[src/rtl/skip_pkg.sv]
package skip_pkg;

  // majority of three inputs: carry of a full adder
  function automatic logic maj3(input logic x, input logic y, input logic z);
    return (x & y) | (x & z) | (y & z);
  endfunction

  // odd parity of three inputs: sum of a full adder
  function automatic logic par3(input logic x, input logic y, input logic z);
    return x ^ y ^ z;
  endfunction

endpackage

[src/rtl/skip_fa.sv]
module skip_fa
  import skip_pkg::*;
(
  input  logic x,
  input  logic y,
  input  logic ci,
  output logic s,
  output logic co
);

  assign s  = par3(x, y, ci);
  assign co = maj3(x, y, ci);

endmodule

[src/rtl/skip_group.sv]
module skip_group #(
  parameter int W = 4
) (
  input  logic [W-1:0] a,
  input  logic [W-1:0] b,
  input  logic         cin,
  output logic [W-1:0] sum,
  output logic         prop,
  output logic         ripple_co,
  output logic         cout
);

  logic [W:0] chain;

  assign chain[0] = cin;

  for (genvar i = 0; i < W; i++) begin : g_bit
    skip_fa u_fa (
      .x  (a[i]),
      .y  (b[i]),
      .ci (chain[i]),
      .s  (sum[i]),
      .co (chain[i+1])
    );
  end

  // one AND term over the per-bit propagates
  assign prop      = &(a ^ b);
  assign ripple_co = chain[W];
  // bypass multiplexer
  assign cout      = prop ? cin : chain[W];

endmodule

[src/rtl/skip_adder.sv]
module skip_adder #(
  parameter int WIDTH = 16,
  parameter int NGRP  = 5,
  parameter int GRP_W [NGRP] = '{2, 3, 4, 4, 3}
) (
  input  logic             clk,
  input  logic             rst,
  input  logic [WIDTH-1:0] a,
  input  logic [WIDTH-1:0] b,
  input  logic             cin,
  output logic [WIDTH-1:0] sum,
  output logic             cout
);

  function automatic int grp_base(input int g);
    int acc;
    acc = 0;
    for (int i = 0; i < g; i++) acc += GRP_W[i];
    return acc;
  endfunction

  localparam int TOTAL_W = grp_base(NGRP);

  // widths must cover the word exactly
  if (TOTAL_W != WIDTH) begin : g_width_bad
    $error("skip_adder: group widths add to %0d, WIDTH is %0d", TOTAL_W, WIDTH);
  end

  logic [NGRP:0]    gcarry;
  logic [NGRP-1:0]  gprop;
  logic [NGRP-1:0]  gripple;
  logic [WIDTH-1:0] sum_c;

  assign gcarry[0] = cin;

  for (genvar g = 0; g < NGRP; g++) begin : g_grp
    localparam int LO = grp_base(g);
    localparam int GW = GRP_W[g];

    skip_group #(.W(GW)) u_grp (
      .a         (a[LO +: GW]),
      .b         (b[LO +: GW]),
      .cin       (gcarry[g]),
      .sum       (sum_c[LO +: GW]),
      .prop      (gprop[g]),
      .ripple_co (gripple[g]),
      .cout      (gcarry[g+1])
    );


    bypass_agree_chk: assert property (@(posedge clk) disable iff (rst)
      gprop[g] |-> (gripple[g] == gcarry[g]));


    skip_pass_chk: assert property (@(posedge clk) disable iff (rst)
      gprop[g] |-> (gcarry[g+1] == gcarry[g]));
  end

  always_ff @(posedge clk) begin
    if (rst) begin
      sum  <= '0;
      cout <= 1'b0;
    end else begin
      sum  <= sum_c;
      cout <= gcarry[NGRP];
    end
  end


  sum_match_chk: assert property (@(posedge clk) disable iff (rst)
    !$past(rst) |-> ({cout, sum} ==
      ($past({1'b0, a}) + $past({1'b0, b}) + {{WIDTH{1'b0}}, $past(cin)})));


  reset_clear_chk: assert property (@(posedge clk)
    $past(rst) |-> (sum == '0 && !cout));


  full_prop_chk: assert property (@(posedge clk) disable iff (rst)
    (!$past(rst) && $past(&(a ^ b))) |-> (cout == $past(cin)));

endmodule

[config.mk]
export PLATFORM = sky130hd
export DESIGN_NAME = skip_adder
export DESIGN_NICKNAME = d
export VERILOG_FILES = /design/src/rtl/skip_pkg.sv /design/src/rtl/skip_fa.sv /design/src/rtl/skip_group.sv /design/src/rtl/skip_adder.sv
export SDC_FILE = /design/constraint.sdc
export NUM_CORES = 1
export LEC_CHECK = 0
export BUFFER_PORTS_ARGS = -buffer_cell sky130_fd_sc_hd__buf_4
export CORE_MARGIN = 10
export CORE_UTILIZATION = 48
export CTS_CLUSTER_DIAMETER = 50
export DETAILED_ROUTE_END_ITERATION = 8
export GPL_TIMING_DRIVEN = 0
export PLACE_DENSITY = 0.83
export SLEW_MARGIN = 20
export SYNTH_ARGS = -nofsm -noshare
export SYNTH_HDL_FRONTEND = slang
export SYNTH_HIERARCHICAL = 1
export SYNTH_SLANG_ARGS = --single-unit
[constraint.sdc]
create_clock -name clk -period 24.3 [get_ports clk]
set_input_delay 1.215 -clock clk [delete_from_list [all_inputs] [get_ports clk]]
set_output_delay 1.215 -clock clk [all_outputs]
set_load 0.02 [all_outputs]
# Word level (Yosys, flattened, before mapping)
# Index checks and enable logic that the tools add are counted.
# classes
n_mux	5
n_reduce_logical	5
bitwise_logic	117
# op_table
cell	n
$and A1 B1 Y1	48
$or A1 B1 Y1	32
$xor A1 B1 Y1	32
$reduce_and A4 Y1	2
$xor A4 B4 Y4	2
$reduce_and A3 Y1	2
$xor A3 B3 Y3	2
$mux W1	5
$reduce_and A2 Y1	1
$xor A2 B2 Y2	1
# word_totals
output_inout_bits	17
inputBits	35
reg_bits	17

# Longest topological paths before layout
# Gate-level depths: netlist of run 1.
# logic_depth
word_depth	53
ltp_mapped	22
mapped_depth_nobuf	22

# Cells and area by module
# Netlist of run 1, hierarchy kept.
# by_module_without_submodules
mod	cells_each	instances	seq_area_each_um2	area_per_inst_um2
skip_adder	35	1	340.3	475.5
skip_fa	1	16	0.0	20.0
skip_group (g_grp[2].u_grp ...)	6	2	0.0	58.8
skip_group (g_grp[1].u_grp ...)	5	2	0.0	47.5
skip_group (g_grp[0].u_grp)	4	1	0.0	38.8

# Least setup slack after synthesis of run 1
# Ideal clock, no wire load.
# synth_timing
path_type	in2reg
from	input b[0]
to	register cout
required_ns	24.184
arrival_time_ns	8.751
path_stages	22
path_buffers	0
setup_time_ns	0.116
slack_ns	15.433
path_cell_list	fa_1 -> fa_1 -> mux2_4 -> fa_1 -> fa_1 -> fa_1 -> mux2_1 -> fa_1 -> fa_1 -> fa_1 -> fa_1 -> mux2_2 -> fa_1 -> fa_1 -> fa_1 -> fa_1 -> mux2_2 -> fa_1 -> fa_1 -> fa_1 -> mux2_1 -> and2b_2
# synth_between
elab_chain_len	53
elab_cells_between_ends	71
classes_between	mux (5); bitwise (65); reduce/logical (1)
# synth_lines
item	line	source
start: declaration	skip_adder.sv:9	input logic [WIDTH-1:0] b,
$and A1 B1 Y1	skip_pkg.sv:5	return (x & y) | (x & z) | (y & z);
$or A1 B1 Y1	skip_pkg.sv:5	
$or A1 B1 Y1 (*)	skip_pkg.sv:5	
$and A1 B1 Y1	skip_pkg.sv:5	
$or A1 B1 Y1	skip_pkg.sv:5	
$or A1 B1 Y1 (*)	skip_pkg.sv:5	
via gripple[0]	skip_adder.sv:31	logic [NGRP-1:0] gripple;
$mux W1 (*)	skip_group.sv:31	assign cout = prop ? cin : chain[W];
via gcarry[1]	skip_adder.sv:29	logic [NGRP:0] gcarry;
[3 not listed]	-	
via g_grp[1].u_grp.chain[1]	skip_group.sv:13	logic [W:0] chain;
[3 not listed]	-	
via g_grp[1].u_grp.chain[2]	skip_group.sv:13	
[3 not listed]	-	
via gripple[1]	skip_adder.sv:31	
[1 not listed]	-	
via gcarry[2]	skip_adder.sv:29	
[3 not listed]	-	
via g_grp[2].u_grp.chain[1]	skip_group.sv:13	
[3 not listed]	-	
via g_grp[2].u_grp.chain[2]	skip_group.sv:13	
[3 not listed]	-	
via g_grp[2].u_grp.chain[3]	skip_group.sv:13	
[3 not listed]	-	
via gripple[2]	skip_adder.sv:31	
[1 not listed]	-	
via gcarry[3]	skip_adder.sv:29	
[3 not listed]	-	
via g_grp[3].u_grp.chain[1]	skip_group.sv:13	
[3 not listed]	-	
via g_grp[3].u_grp.chain[2]	skip_group.sv:13	
[3 not listed]	-	
via g_grp[3].u_grp.chain[3]	skip_group.sv:13	
[3 not listed]	-	
via gripple[3]	skip_adder.sv:31	
[1 not listed]	-	
via gcarry[4]	skip_adder.sv:29	
[3 not listed]	-	
via g_grp[4].u_grp.chain[1]	skip_group.sv:13	
[2 not listed]	-	
$or A1 B1 Y1 (*)	skip_pkg.sv:5	
via g_grp[4].u_grp.chain[2]	skip_group.sv:13	
$and A1 B1 Y1	skip_pkg.sv:5	
$or A1 B1 Y1	skip_pkg.sv:5	
$or A1 B1 Y1 (*)	skip_pkg.sv:5	
via gripple[4]	skip_adder.sv:31	
$mux W1 (*)	skip_group.sv:31	
via gcarry[5]	skip_adder.sv:29	
end signal: assignment	skip_adder.sv:65	cout <= gcarry[NGRP];
end: declaration	skip_adder.sv:12	output logic cout
# Mark *: on every way through the listed nets, which the timed path passes. The rest lies on a longest branch.
# A chain may end at the register's enable or synchronous reset.

# Worst setup path in the final report of run 1
# layout_timing
from	input b[0]
to	register cout
# layout_between
elab_chain_len	53
elab_cells_between_ends	71
classes_between	mux (5); bitwise (65); reduce/logical (1)
# layout_lines
item	line
$and A1 B1 Y1	skip_pkg.sv:5
$or A1 B1 Y1	skip_pkg.sv:5
$or A1 B1 Y1 (*)	skip_pkg.sv:5
via g_grp[0].u_grp.chain[1]	skip_group.sv:13
$and A1 B1 Y1	skip_pkg.sv:5
$or A1 B1 Y1	skip_pkg.sv:5
$or A1 B1 Y1 (*)	skip_pkg.sv:5
via gripple[0]	skip_adder.sv:31
[1 not listed]	-
via gcarry[1]	skip_adder.sv:29
[3 not listed]	-
via g_grp[1].u_grp.chain[1]	skip_group.sv:13
[3 not listed]	-
via g_grp[1].u_grp.chain[2]	skip_group.sv:13
[3 not listed]	-
via gripple[1]	skip_adder.sv:31
[1 not listed]	-
via gcarry[2]	skip_adder.sv:29
[3 not listed]	-
via g_grp[2].u_grp.chain[1]	skip_group.sv:13
[3 not listed]	-
via g_grp[2].u_grp.chain[2]	skip_group.sv:13
[3 not listed]	-
via g_grp[2].u_grp.chain[3]	skip_group.sv:13
[3 not listed]	-
via gripple[2]	skip_adder.sv:31
[1 not listed]	-
via gcarry[3]	skip_adder.sv:29
[3 not listed]	-
via g_grp[3].u_grp.chain[1]	skip_group.sv:13
[3 not listed]	-
via g_grp[3].u_grp.chain[2]	skip_group.sv:13
[3 not listed]	-
via g_grp[3].u_grp.chain[3]	skip_group.sv:13
[3 not listed]	-
via gripple[3]	skip_adder.sv:31
[1 not listed]	-
via gcarry[4]	skip_adder.sv:29
[3 not listed]	-
via g_grp[4].u_grp.chain[1]	skip_group.sv:13
[2 not listed]	-
$or A1 B1 Y1 (*)	skip_pkg.sv:5
via g_grp[4].u_grp.chain[2]	skip_group.sv:13
$and A1 B1 Y1	skip_pkg.sv:5
$or A1 B1 Y1	skip_pkg.sv:5
$or A1 B1 Y1 (*)	skip_pkg.sv:5
via gripple[4]	skip_adder.sv:31
$mux W1 (*)	skip_group.sv:31
via gcarry[5]	skip_adder.sv:29
# Marked as above.

==> out/qor.txt, run 1 <==
ROUTE
------------------------------------------------------------------------
DRT antenna net count                                                  0
Average routed wire per standard cell                            15.9 um
DRC violation count after routing                                      0
Via density per instance                                            4.57
Router iterations before antenna repair                                3
Routed wire length                                               2.53 mm
Number of vias after detailed routing                                727
DRC marker count from the first detailed-route iteration              10

CRITICAL PATH
------------------------------------------------------------------------
Critical Setup Path Class                                   input pin to register
Crit. End Element                                               register
Max stage delay cell, worst path                            sky130_fd_sc_hd__fa_1
Crit path top cell by count                                 sky130_fd_sc_hd__fa_1
Series of cell instances along the critical path            buf_4, fa_1, fa_1, mux2_4, fa_1, fa_1, fa_1, mux2_1, fa_1, fa_1, fa_1, fa_1, mux2_2, fa_1, fa_1, fa_1, fa_1, mux2_2, fa_1, fa_1, fa_1, mux2_1, and2b_2
Startpoint kind of the worst setup timing path                 input pin
Arrival time of the worst setup path                             9.28 ns
Stage delay of the slowest cell on the critical path             0.44 ns
Critical-path maximum fanout                                           2
CP Data Required Time                                           24.47 ns

CLOCK TREE
------------------------------------------------------------------------
CTS HTree Levels                                                       1
Post-CTS repair timing setup buffer count                              0
Clock tree from TritonCTS                                            yes
Total CTS buffers                                                      3
Buffers from clock root to sink, at most                               2
Cell chosen for the clock root                              sky130_fd_sc_hd__clkbuf_4
Total of hold buffers inserted after clock tree synthesis              0
Sinks on Clock Net                                                    17
Reg clk slew, reported paths                                     0.10 ns
Post-cts gate resize count                                             0

RUN STATUS
------------------------------------------------------------------------
Result of the run                                           finished, final reports clean

FLOW RUN
------------------------------------------------------------------------
Total of max-cap violations                                            0

TIMING
------------------------------------------------------------------------
Unrepaired setup endpoints after global routing                       no
Final number of max-transition violations                              0
Clock period minus worst slack                                   9.11 ns
Least-Margin Pin Slew                                           0.261 ns
Fmax                                                           0.110 GHz
Headroom to the max-slew limit                                     82.5%
Final TNS setup                                                     0 ns
Final clock period utilization by the worst path                   37.5%
Setup violation total in the final timing report                       0
Final count of hold timing violations                                  0

DIE
------------------------------------------------------------------------
Initial core utilization                                           51.8%
Standard cell core area                                     0.00202 mm^2
Horizontal die dimension                                         66.7 um
Area enclosed by the die boundary                           0.00445 mm^2
Height of the die                                                66.7 um
I/O pin total                                                         52
Row Count                                                             16

YOSYS
------------------------------------------------------------------------
Unique cell type count in the Yosys netlist                           12
Number of cells produced by synthesis                                 77
Register bit count reported by yosys                                  17
Synth Net Count                                                      128
Total of warnings raised by yosys                                      6
Post-synthesis instance area                                0.00105 mm^2
Sequential-to-total area share from yosys stat                     32.5%
Mean instance size in the synthesized netlist                  13.6 um^2

FINAL LAYOUT
------------------------------------------------------------------------
Growth of design area from synthesis to finish                     42.3%
Final standard cell utilization of the core                        73.7%
Area of combinational cells with multiple inputs                696 um^2
Final layout net count                                               184
Sequential cell area in the final layout                        340 um^2
Fillcell total                                                       151
Number of diodes                                                       0
Proportion of layout cells with a drive suffix above 1             53.0%

GRT
------------------------------------------------------------------------
Largest net degree at the start of global routing                     11
Number of global-route vias before repair                            912
Aggregate global routing overflow                                      0
Overall global routing resource usage                              12.1%
Antenna violations before repair                                       0
First-pass GRT wire length                                       4.04 mm

PLACE
------------------------------------------------------------------------
Placed wire-length estimate after detailed placement             2.30 mm
Routability congestion estimate from global placement              0.820
Buffers added on ports                                                51

MIN PATH
------------------------------------------------------------------------
Hold wc startpoint                                                   rst
Path type of the worst min-delay path                       input pin to register
Hold Path Stages                                                       3
Worst hold path endpoint                                    sum[14]$_SDFF_PP0_

POWER
------------------------------------------------------------------------
Static power due to leakage                                     0.650 nW
Largest voltage drop on the vdd net                            0.0299 mV
Power density of the placed cells                           53.1 mW/mm^2

sequential cells by signal, summed over array words and instances (netlist names):
name and count:
cout 1, sum 16
worst max path at each step:
| stage | slack (ns) | cells past startpoint | endpoint | start |
|---|---|---|---|---|
| after detailed placement | 14.89 | 23 | cout$_SDFF_PP0_ | b[0] |
| after global placement | 15.05 | 23 | cout$_SDFF_PP0_ | b[0] |
| after CTS | 15.17 | 23 | cout$_SDFF_PP0_ | b[0] |
| after global routing | 14.98 | 23 | cout$_SDFF_PP0_ | b[0] |
| after floorplan | 15.43 | 22 | cout$_SDFF_PP0_ | b[0] |
| final | 15.19 | 23 | cout$_SDFF_PP0_ | b[0] |
final cells by class:
cell class,instances,area share [%]
clock buffer,4,1.76
multi-input combinational,59,46.7
sequential,17,22.8
buffer,1,0.756
timing repair buffer,51,25.7
tap,27,2.27
placed cells by master, fill, tap and decap left out:
cell / Yosys / layout
sky130_fd_sc_hd__nor2b_1: 10 / 10
sky130_fd_sc_hd__nor3_2: 2 / 2
sky130_fd_sc_hd__buf_4: 0 / 51
sky130_fd_sc_hd__and2b_2: 7 / 7
sky130_fd_sc_hd__mux2_4: 1 / 1
sky130_fd_sc_hd__buf_6: 1 / 1
sky130_fd_sc_hd__fa_1: 16 / 16
sky130_fd_sc_hd__clkbuf_4: 0 / 3
sky130_fd_sc_hd__nor2_2: 1 / 1
sky130_fd_sc_hd__dfxtp_1: 17 / 17
sky130_fd_sc_hd__mux2_2: 2 / 2
sky130_fd_sc_hd__nor4_2: 2 / 2
sky130_fd_sc_hd__xnor2_1: 16 / 16
sky130_fd_sc_hd__clkbuf_1: 0 / 1
sky130_fd_sc_hd__mux2_1: 2 / 2
metal layers:
layer / global-route usage [%] / vias up / wire length (um)
met5: 0 / - / 0
met4: 9.16 / 0 / 101
met3: 3.34 / 8 / 207
met2: 23.2 / 35 / 1420
met1: 9.95 / 333 / 799
li1: - / 351 / -
synthesized netlist by cell type:
cell / count / area [um^2]
sky130_fd_sc_hd__dfxtp_1: 17 / 340
sky130_fd_sc_hd__nor3_2: 2 / 20.0
sky130_fd_sc_hd__and2b_2: 7 / 61.3
sky130_fd_sc_hd__nor4_2: 2 / 25.0
sky130_fd_sc_hd__buf_6: 1 / 11.3
sky130_fd_sc_hd__xnor2_1: 16 / 140
sky130_fd_sc_hd__mux2_1: 2 / 22.5
sky130_fd_sc_hd__fa_1: 16 / 320
sky130_fd_sc_hd__mux2_4: 1 / 15.0
sky130_fd_sc_hd__mux2_2: 2 / 22.5
sky130_fd_sc_hd__nor2b_1: 10 / 62.6
sky130_fd_sc_hd__nor2_2: 1 / 6.26
per-stage QoR:
step | setup WS, ns | power [W] | hold WS [ns] | cell area [um^2] | instances
2_1_floorplan | 15.43 | 0.0000500 | 1.41 | 1050 | 77
3_3_place_gp | 15.05 | 0.0000641 | 1.58 | 1460 | 155
3_5_place_dp | 14.89 | 0.0000660 | 1.59 | 1460 | 155
4_1_cts | 15.17 | 0.0000805 | 1.29 | 1490 | 159
5_1_grt | 14.98 | 0.0000848 | 1.28 | 1490 | 159
6_report | 15.19 | 0.0000792 | 1.29 | 1490 | 159
report_power, final:
group / switching (W) / internal (W) / total (W) / leakage, nW
Clock: 0.00000825 / 0.00000636 / 0.0000146 / 0.0150
Sequential: 0.000000940 / 0.0000317 / 0.0000326 / 0.142
Combinational: 0.0000152 / 0.0000167 / 0.0000319 / 0.493
cell families (layout without fill, tap and decap cells):
group         after synthesis  in the layout  synth area share, %
xor+xnor                   16             16                 13.4
fa+ha+maj                  16             16                 30.6
buf+inv                     1             56                 1.08
flops                      17             17                 32.5
mux                         5              5                 5.73
simple gates               22             22                 16.7
critical path: cells and delay by family:
family | cells | cell delay (ns)
fa+ha+maj | 16 | 6.25
buf+inv | 1 | 0.13
mux | 5 | 1.48
simple gates | 1 | 0.20
No activity file was read; power rests on OpenSTA's default activity.
==> run 2: changes to the inputs <==
- CORE_UTILIZATION: 48 -> 45
- PLACE_DENSITY: 0.83 -> 0.79
- clock period: 24.3 -> 8.6 ns (I/O delays scaled with it)
==> run 2 against run 1 <==
  * Die area increased by 4.6%
  * Total power rose to 2.8 times the previous value
  * First-iteration DRC count rose by 10%
  * Design area barely moved
  * Sequential share of layout area about the same
  * Critical endpoint unchanged
==> out/qor.txt, run 2 (same netlist as run 1, synthesis figures left out) <==
RUN STATUS
----------------------------------------------------------------------------
Result of the run                                               finished, final reports clean

FINAL LAYOUT
----------------------------------------------------------------------------
Leading registers by flop count                                 sum x16, cout x1
Most used cells in the layout excluding fill and tap cells      sky130_fd_sc_hd__buf_4 (51), sky130_fd_sc_hd__dfxtp_1 (17), sky130_fd_sc_hd__xnor2_1 (16), sky130_fd_sc_hd__fa_1 (16), sky130_fd_sc_hd__nor2b_1 (10)
Number of diodes                                                           0   unchanged
Most common library cell in the layout ignoring fill and taps   sky130_fd_sc_hd__buf_4
Register containing the most flip-flops in the final layout              sum
Final layout net count                                                   184   unchanged
Proportion of layout cells with a drive suffix above 1                 53.0%   unchanged
Largest register FFs                                                      16   unchanged
Growth of design area from synthesis to finish                         42.4%   about the same

TIMING
----------------------------------------------------------------------------
Fmax                                                               0.122 GHz
Headroom to the max-slew limit                                         84.8%   +2.4 points
Clock period minus worst slack                                       8.20 ns
Unrepaired setup endpoints after global routing                           no
Setup violation total in the final timing report                           0   unchanged
Worst Hold Margin                                                   0.503 ns   -0.783 ns
Least-Margin Pin Slew                                               0.226 ns   -0.0355 ns
Final clock period utilization by the worst path                       95.4%
Final number of max-transition violations                                  0   unchanged
Final count of hold timing violations                                      0   unchanged
Final TNS setup                                                         0 ns   unchanged

DIE
----------------------------------------------------------------------------
Area enclosed by the die boundary                               0.00466 mm^2   +4.6%
Row Count                                                                 17   +1
Initial core utilization                                               47.3%   -4.5 points
Horizontal die dimension                                             68.2 um   +2.3%
Height of the die                                                    68.2 um   +2.3%
I/O pin total                                                             52   unchanged
Standard cell core area                                         0.00221 mm^2   +9.4%

POWER
----------------------------------------------------------------------------
Power density of the placed cells                                149 mW/mm^2   +180%
Largest voltage drop on the vdd net                                0.0958 mV   +220%
Static power due to leakage                                         0.650 nW   unchanged

CLOCK TREE
----------------------------------------------------------------------------
Buffers from clock root to sink, at most                                   2   unchanged
CTS HTree Levels                                                           1   unchanged
Post-CTS repair timing setup buffer count                                  0   unchanged
Clock tree from TritonCTS                                                yes
Sinks on Clock Net                                                        17   unchanged
Total of hold buffers inserted after clock tree synthesis                  0   unchanged
Post-cts gate resize count                                                 0   unchanged
Total CTS buffers                                                          3   unchanged
Reg clk slew, reported paths                                         0.09 ns   about the same
Cell chosen for the clock root                                  sky130_fd_sc_hd__clkbuf_4

ROUTE
----------------------------------------------------------------------------
Number of vias after detailed routing                                    735   +1.1%
Average routed wire per standard cell                                14.5 um   -8.5%
Routed wire length                                                   2.33 mm   -8.0%
DRC violation count after routing                                          0   unchanged
DRT antenna net count                                                      0   unchanged
Router iterations before antenna repair                                    2   -1
DRC marker count from the first detailed-route iteration                  11   +1
Via density per instance                                                4.59   +0.47%

CRITICAL PATH
----------------------------------------------------------------------------
Critical path depth in cells                                              23   unchanged
Critical Setup Path Class                                       input pin to register
CP Data Required Time                                                8.78 ns   -15.69 ns
Critical Path Source                                                    b[0]
Stage delay of the slowest cell on the critical path                 0.43 ns   about the same
Largest delay share family, worst path                           adder cells
Critical-path maximum fanout                                               2   unchanged
End of the critical path                                        cout$_SDFF_PP0_
Total buffers and inverters traversed by the critical path                 1   unchanged
Series of cell instances along the critical path                buf_4, fa_1, fa_1, mux2_4, fa_1, fa_1, fa_1, mux2_1, fa_1, fa_1, fa_1, fa_1, mux2_2, fa_1, fa_1, fa_1, fa_1, mux2_2, fa_1, fa_1, fa_1, mux2_1, and2b_2
Crit path top cell by count                                     sky130_fd_sc_hd__fa_1
Startpoint kind of the worst setup timing path                     input pin
Max stage delay cell, worst path                                sky130_fd_sc_hd__fa_1
Arrival time of the worst setup path                                 8.39 ns   -0.89 ns
Crit. End Element                                                   register

PLACE
----------------------------------------------------------------------------
Placed wire-length estimate after detailed placement                 2.09 mm   -9.3%
Buffers added on ports                                                    51   unchanged
Routability congestion estimate from global placement                  0.756   -7.9%

GRT
----------------------------------------------------------------------------
First-pass GRT wire length                                           3.68 mm   -8.7%
Largest net degree at the start of global routing                         11   unchanged
Number of global-route vias before repair                                830   -9.0%
Antenna violations before repair                                           0   unchanged
Overall global routing resource usage                                  10.8%   -1.2 points
Aggregate global routing overflow                                          0   unchanged

MIN PATH
----------------------------------------------------------------------------
Path type of the worst min-delay path                           input pin to register

FLOW RUN
----------------------------------------------------------------------------
Total of max-cap violations                                                0   unchanged

## run 2: cell counts in the layout (fill, tap and decap cells not counted)
No cell type changed its count.
## run 2: metal layers
layer | track usage [%] | wire (um)
met2 | 19.5 | 1370
met4 | 6.78 | 19
met5 | 0 | 0
met1 | 10.3 | 781
met3 | 3.59 | 156
## run 2: tightest hold or removal path: cells and delay by family
family,cells,cell delay (ns)
buf+inv,2,0.27
simple gates,1,0.05
## run 2: worst min path at each step
stage	startpoint	endpoint	cells past startpoint
floorplan	rst	sum[10]$_SDFF_PP0_	2
global placement	rst	sum[0]$_SDFF_PP0_	2
detailed placement	rst	sum[15]$_SDFF_PP0_	2
CTS	rst	sum[12]$_SDFF_PP0_	3
global route	rst	sum[15]$_SDFF_PP0_	2
finish	rst	sum[4]$_SDFF_PP0_	3
## run 2: cell type report
class                   instances  area (um^2)
clock buffers                   4         26.3
multi-input cells              59          696
plain buffers                   1         11.3
repair buffers                 51          383
well taps                      28         35.0
fillers                       177          721
flip-flops and latches         17          340
## run 2: report_power, final
part           switching, W  leakage (nW)  total (W)  internal, W
sequential       0.00000283         0.142  0.0000924    0.0000896
clock             0.0000227        0.0150  0.0000407    0.0000180
combinational     0.0000420         0.493  0.0000889    0.0000469
total             0.0000676         0.650   0.000222     0.000154
## run 2: per-stage QoR
step	setup slack [ns]	instances	utilization [%]	instance area [um^2]	power, W
after global routing	0.190	160	67.4	1490	0.000239
after detailed placement	0.118	156	66.2	1470	0.000185
final	0.399	160	67.4	1490	0.000222
after global placement	0.157	156	66.2	1470	0.000182
after CTS	0.408	160	67.4	1490	0.000226
after floorplan	0.518	77	-	1050	0.000141
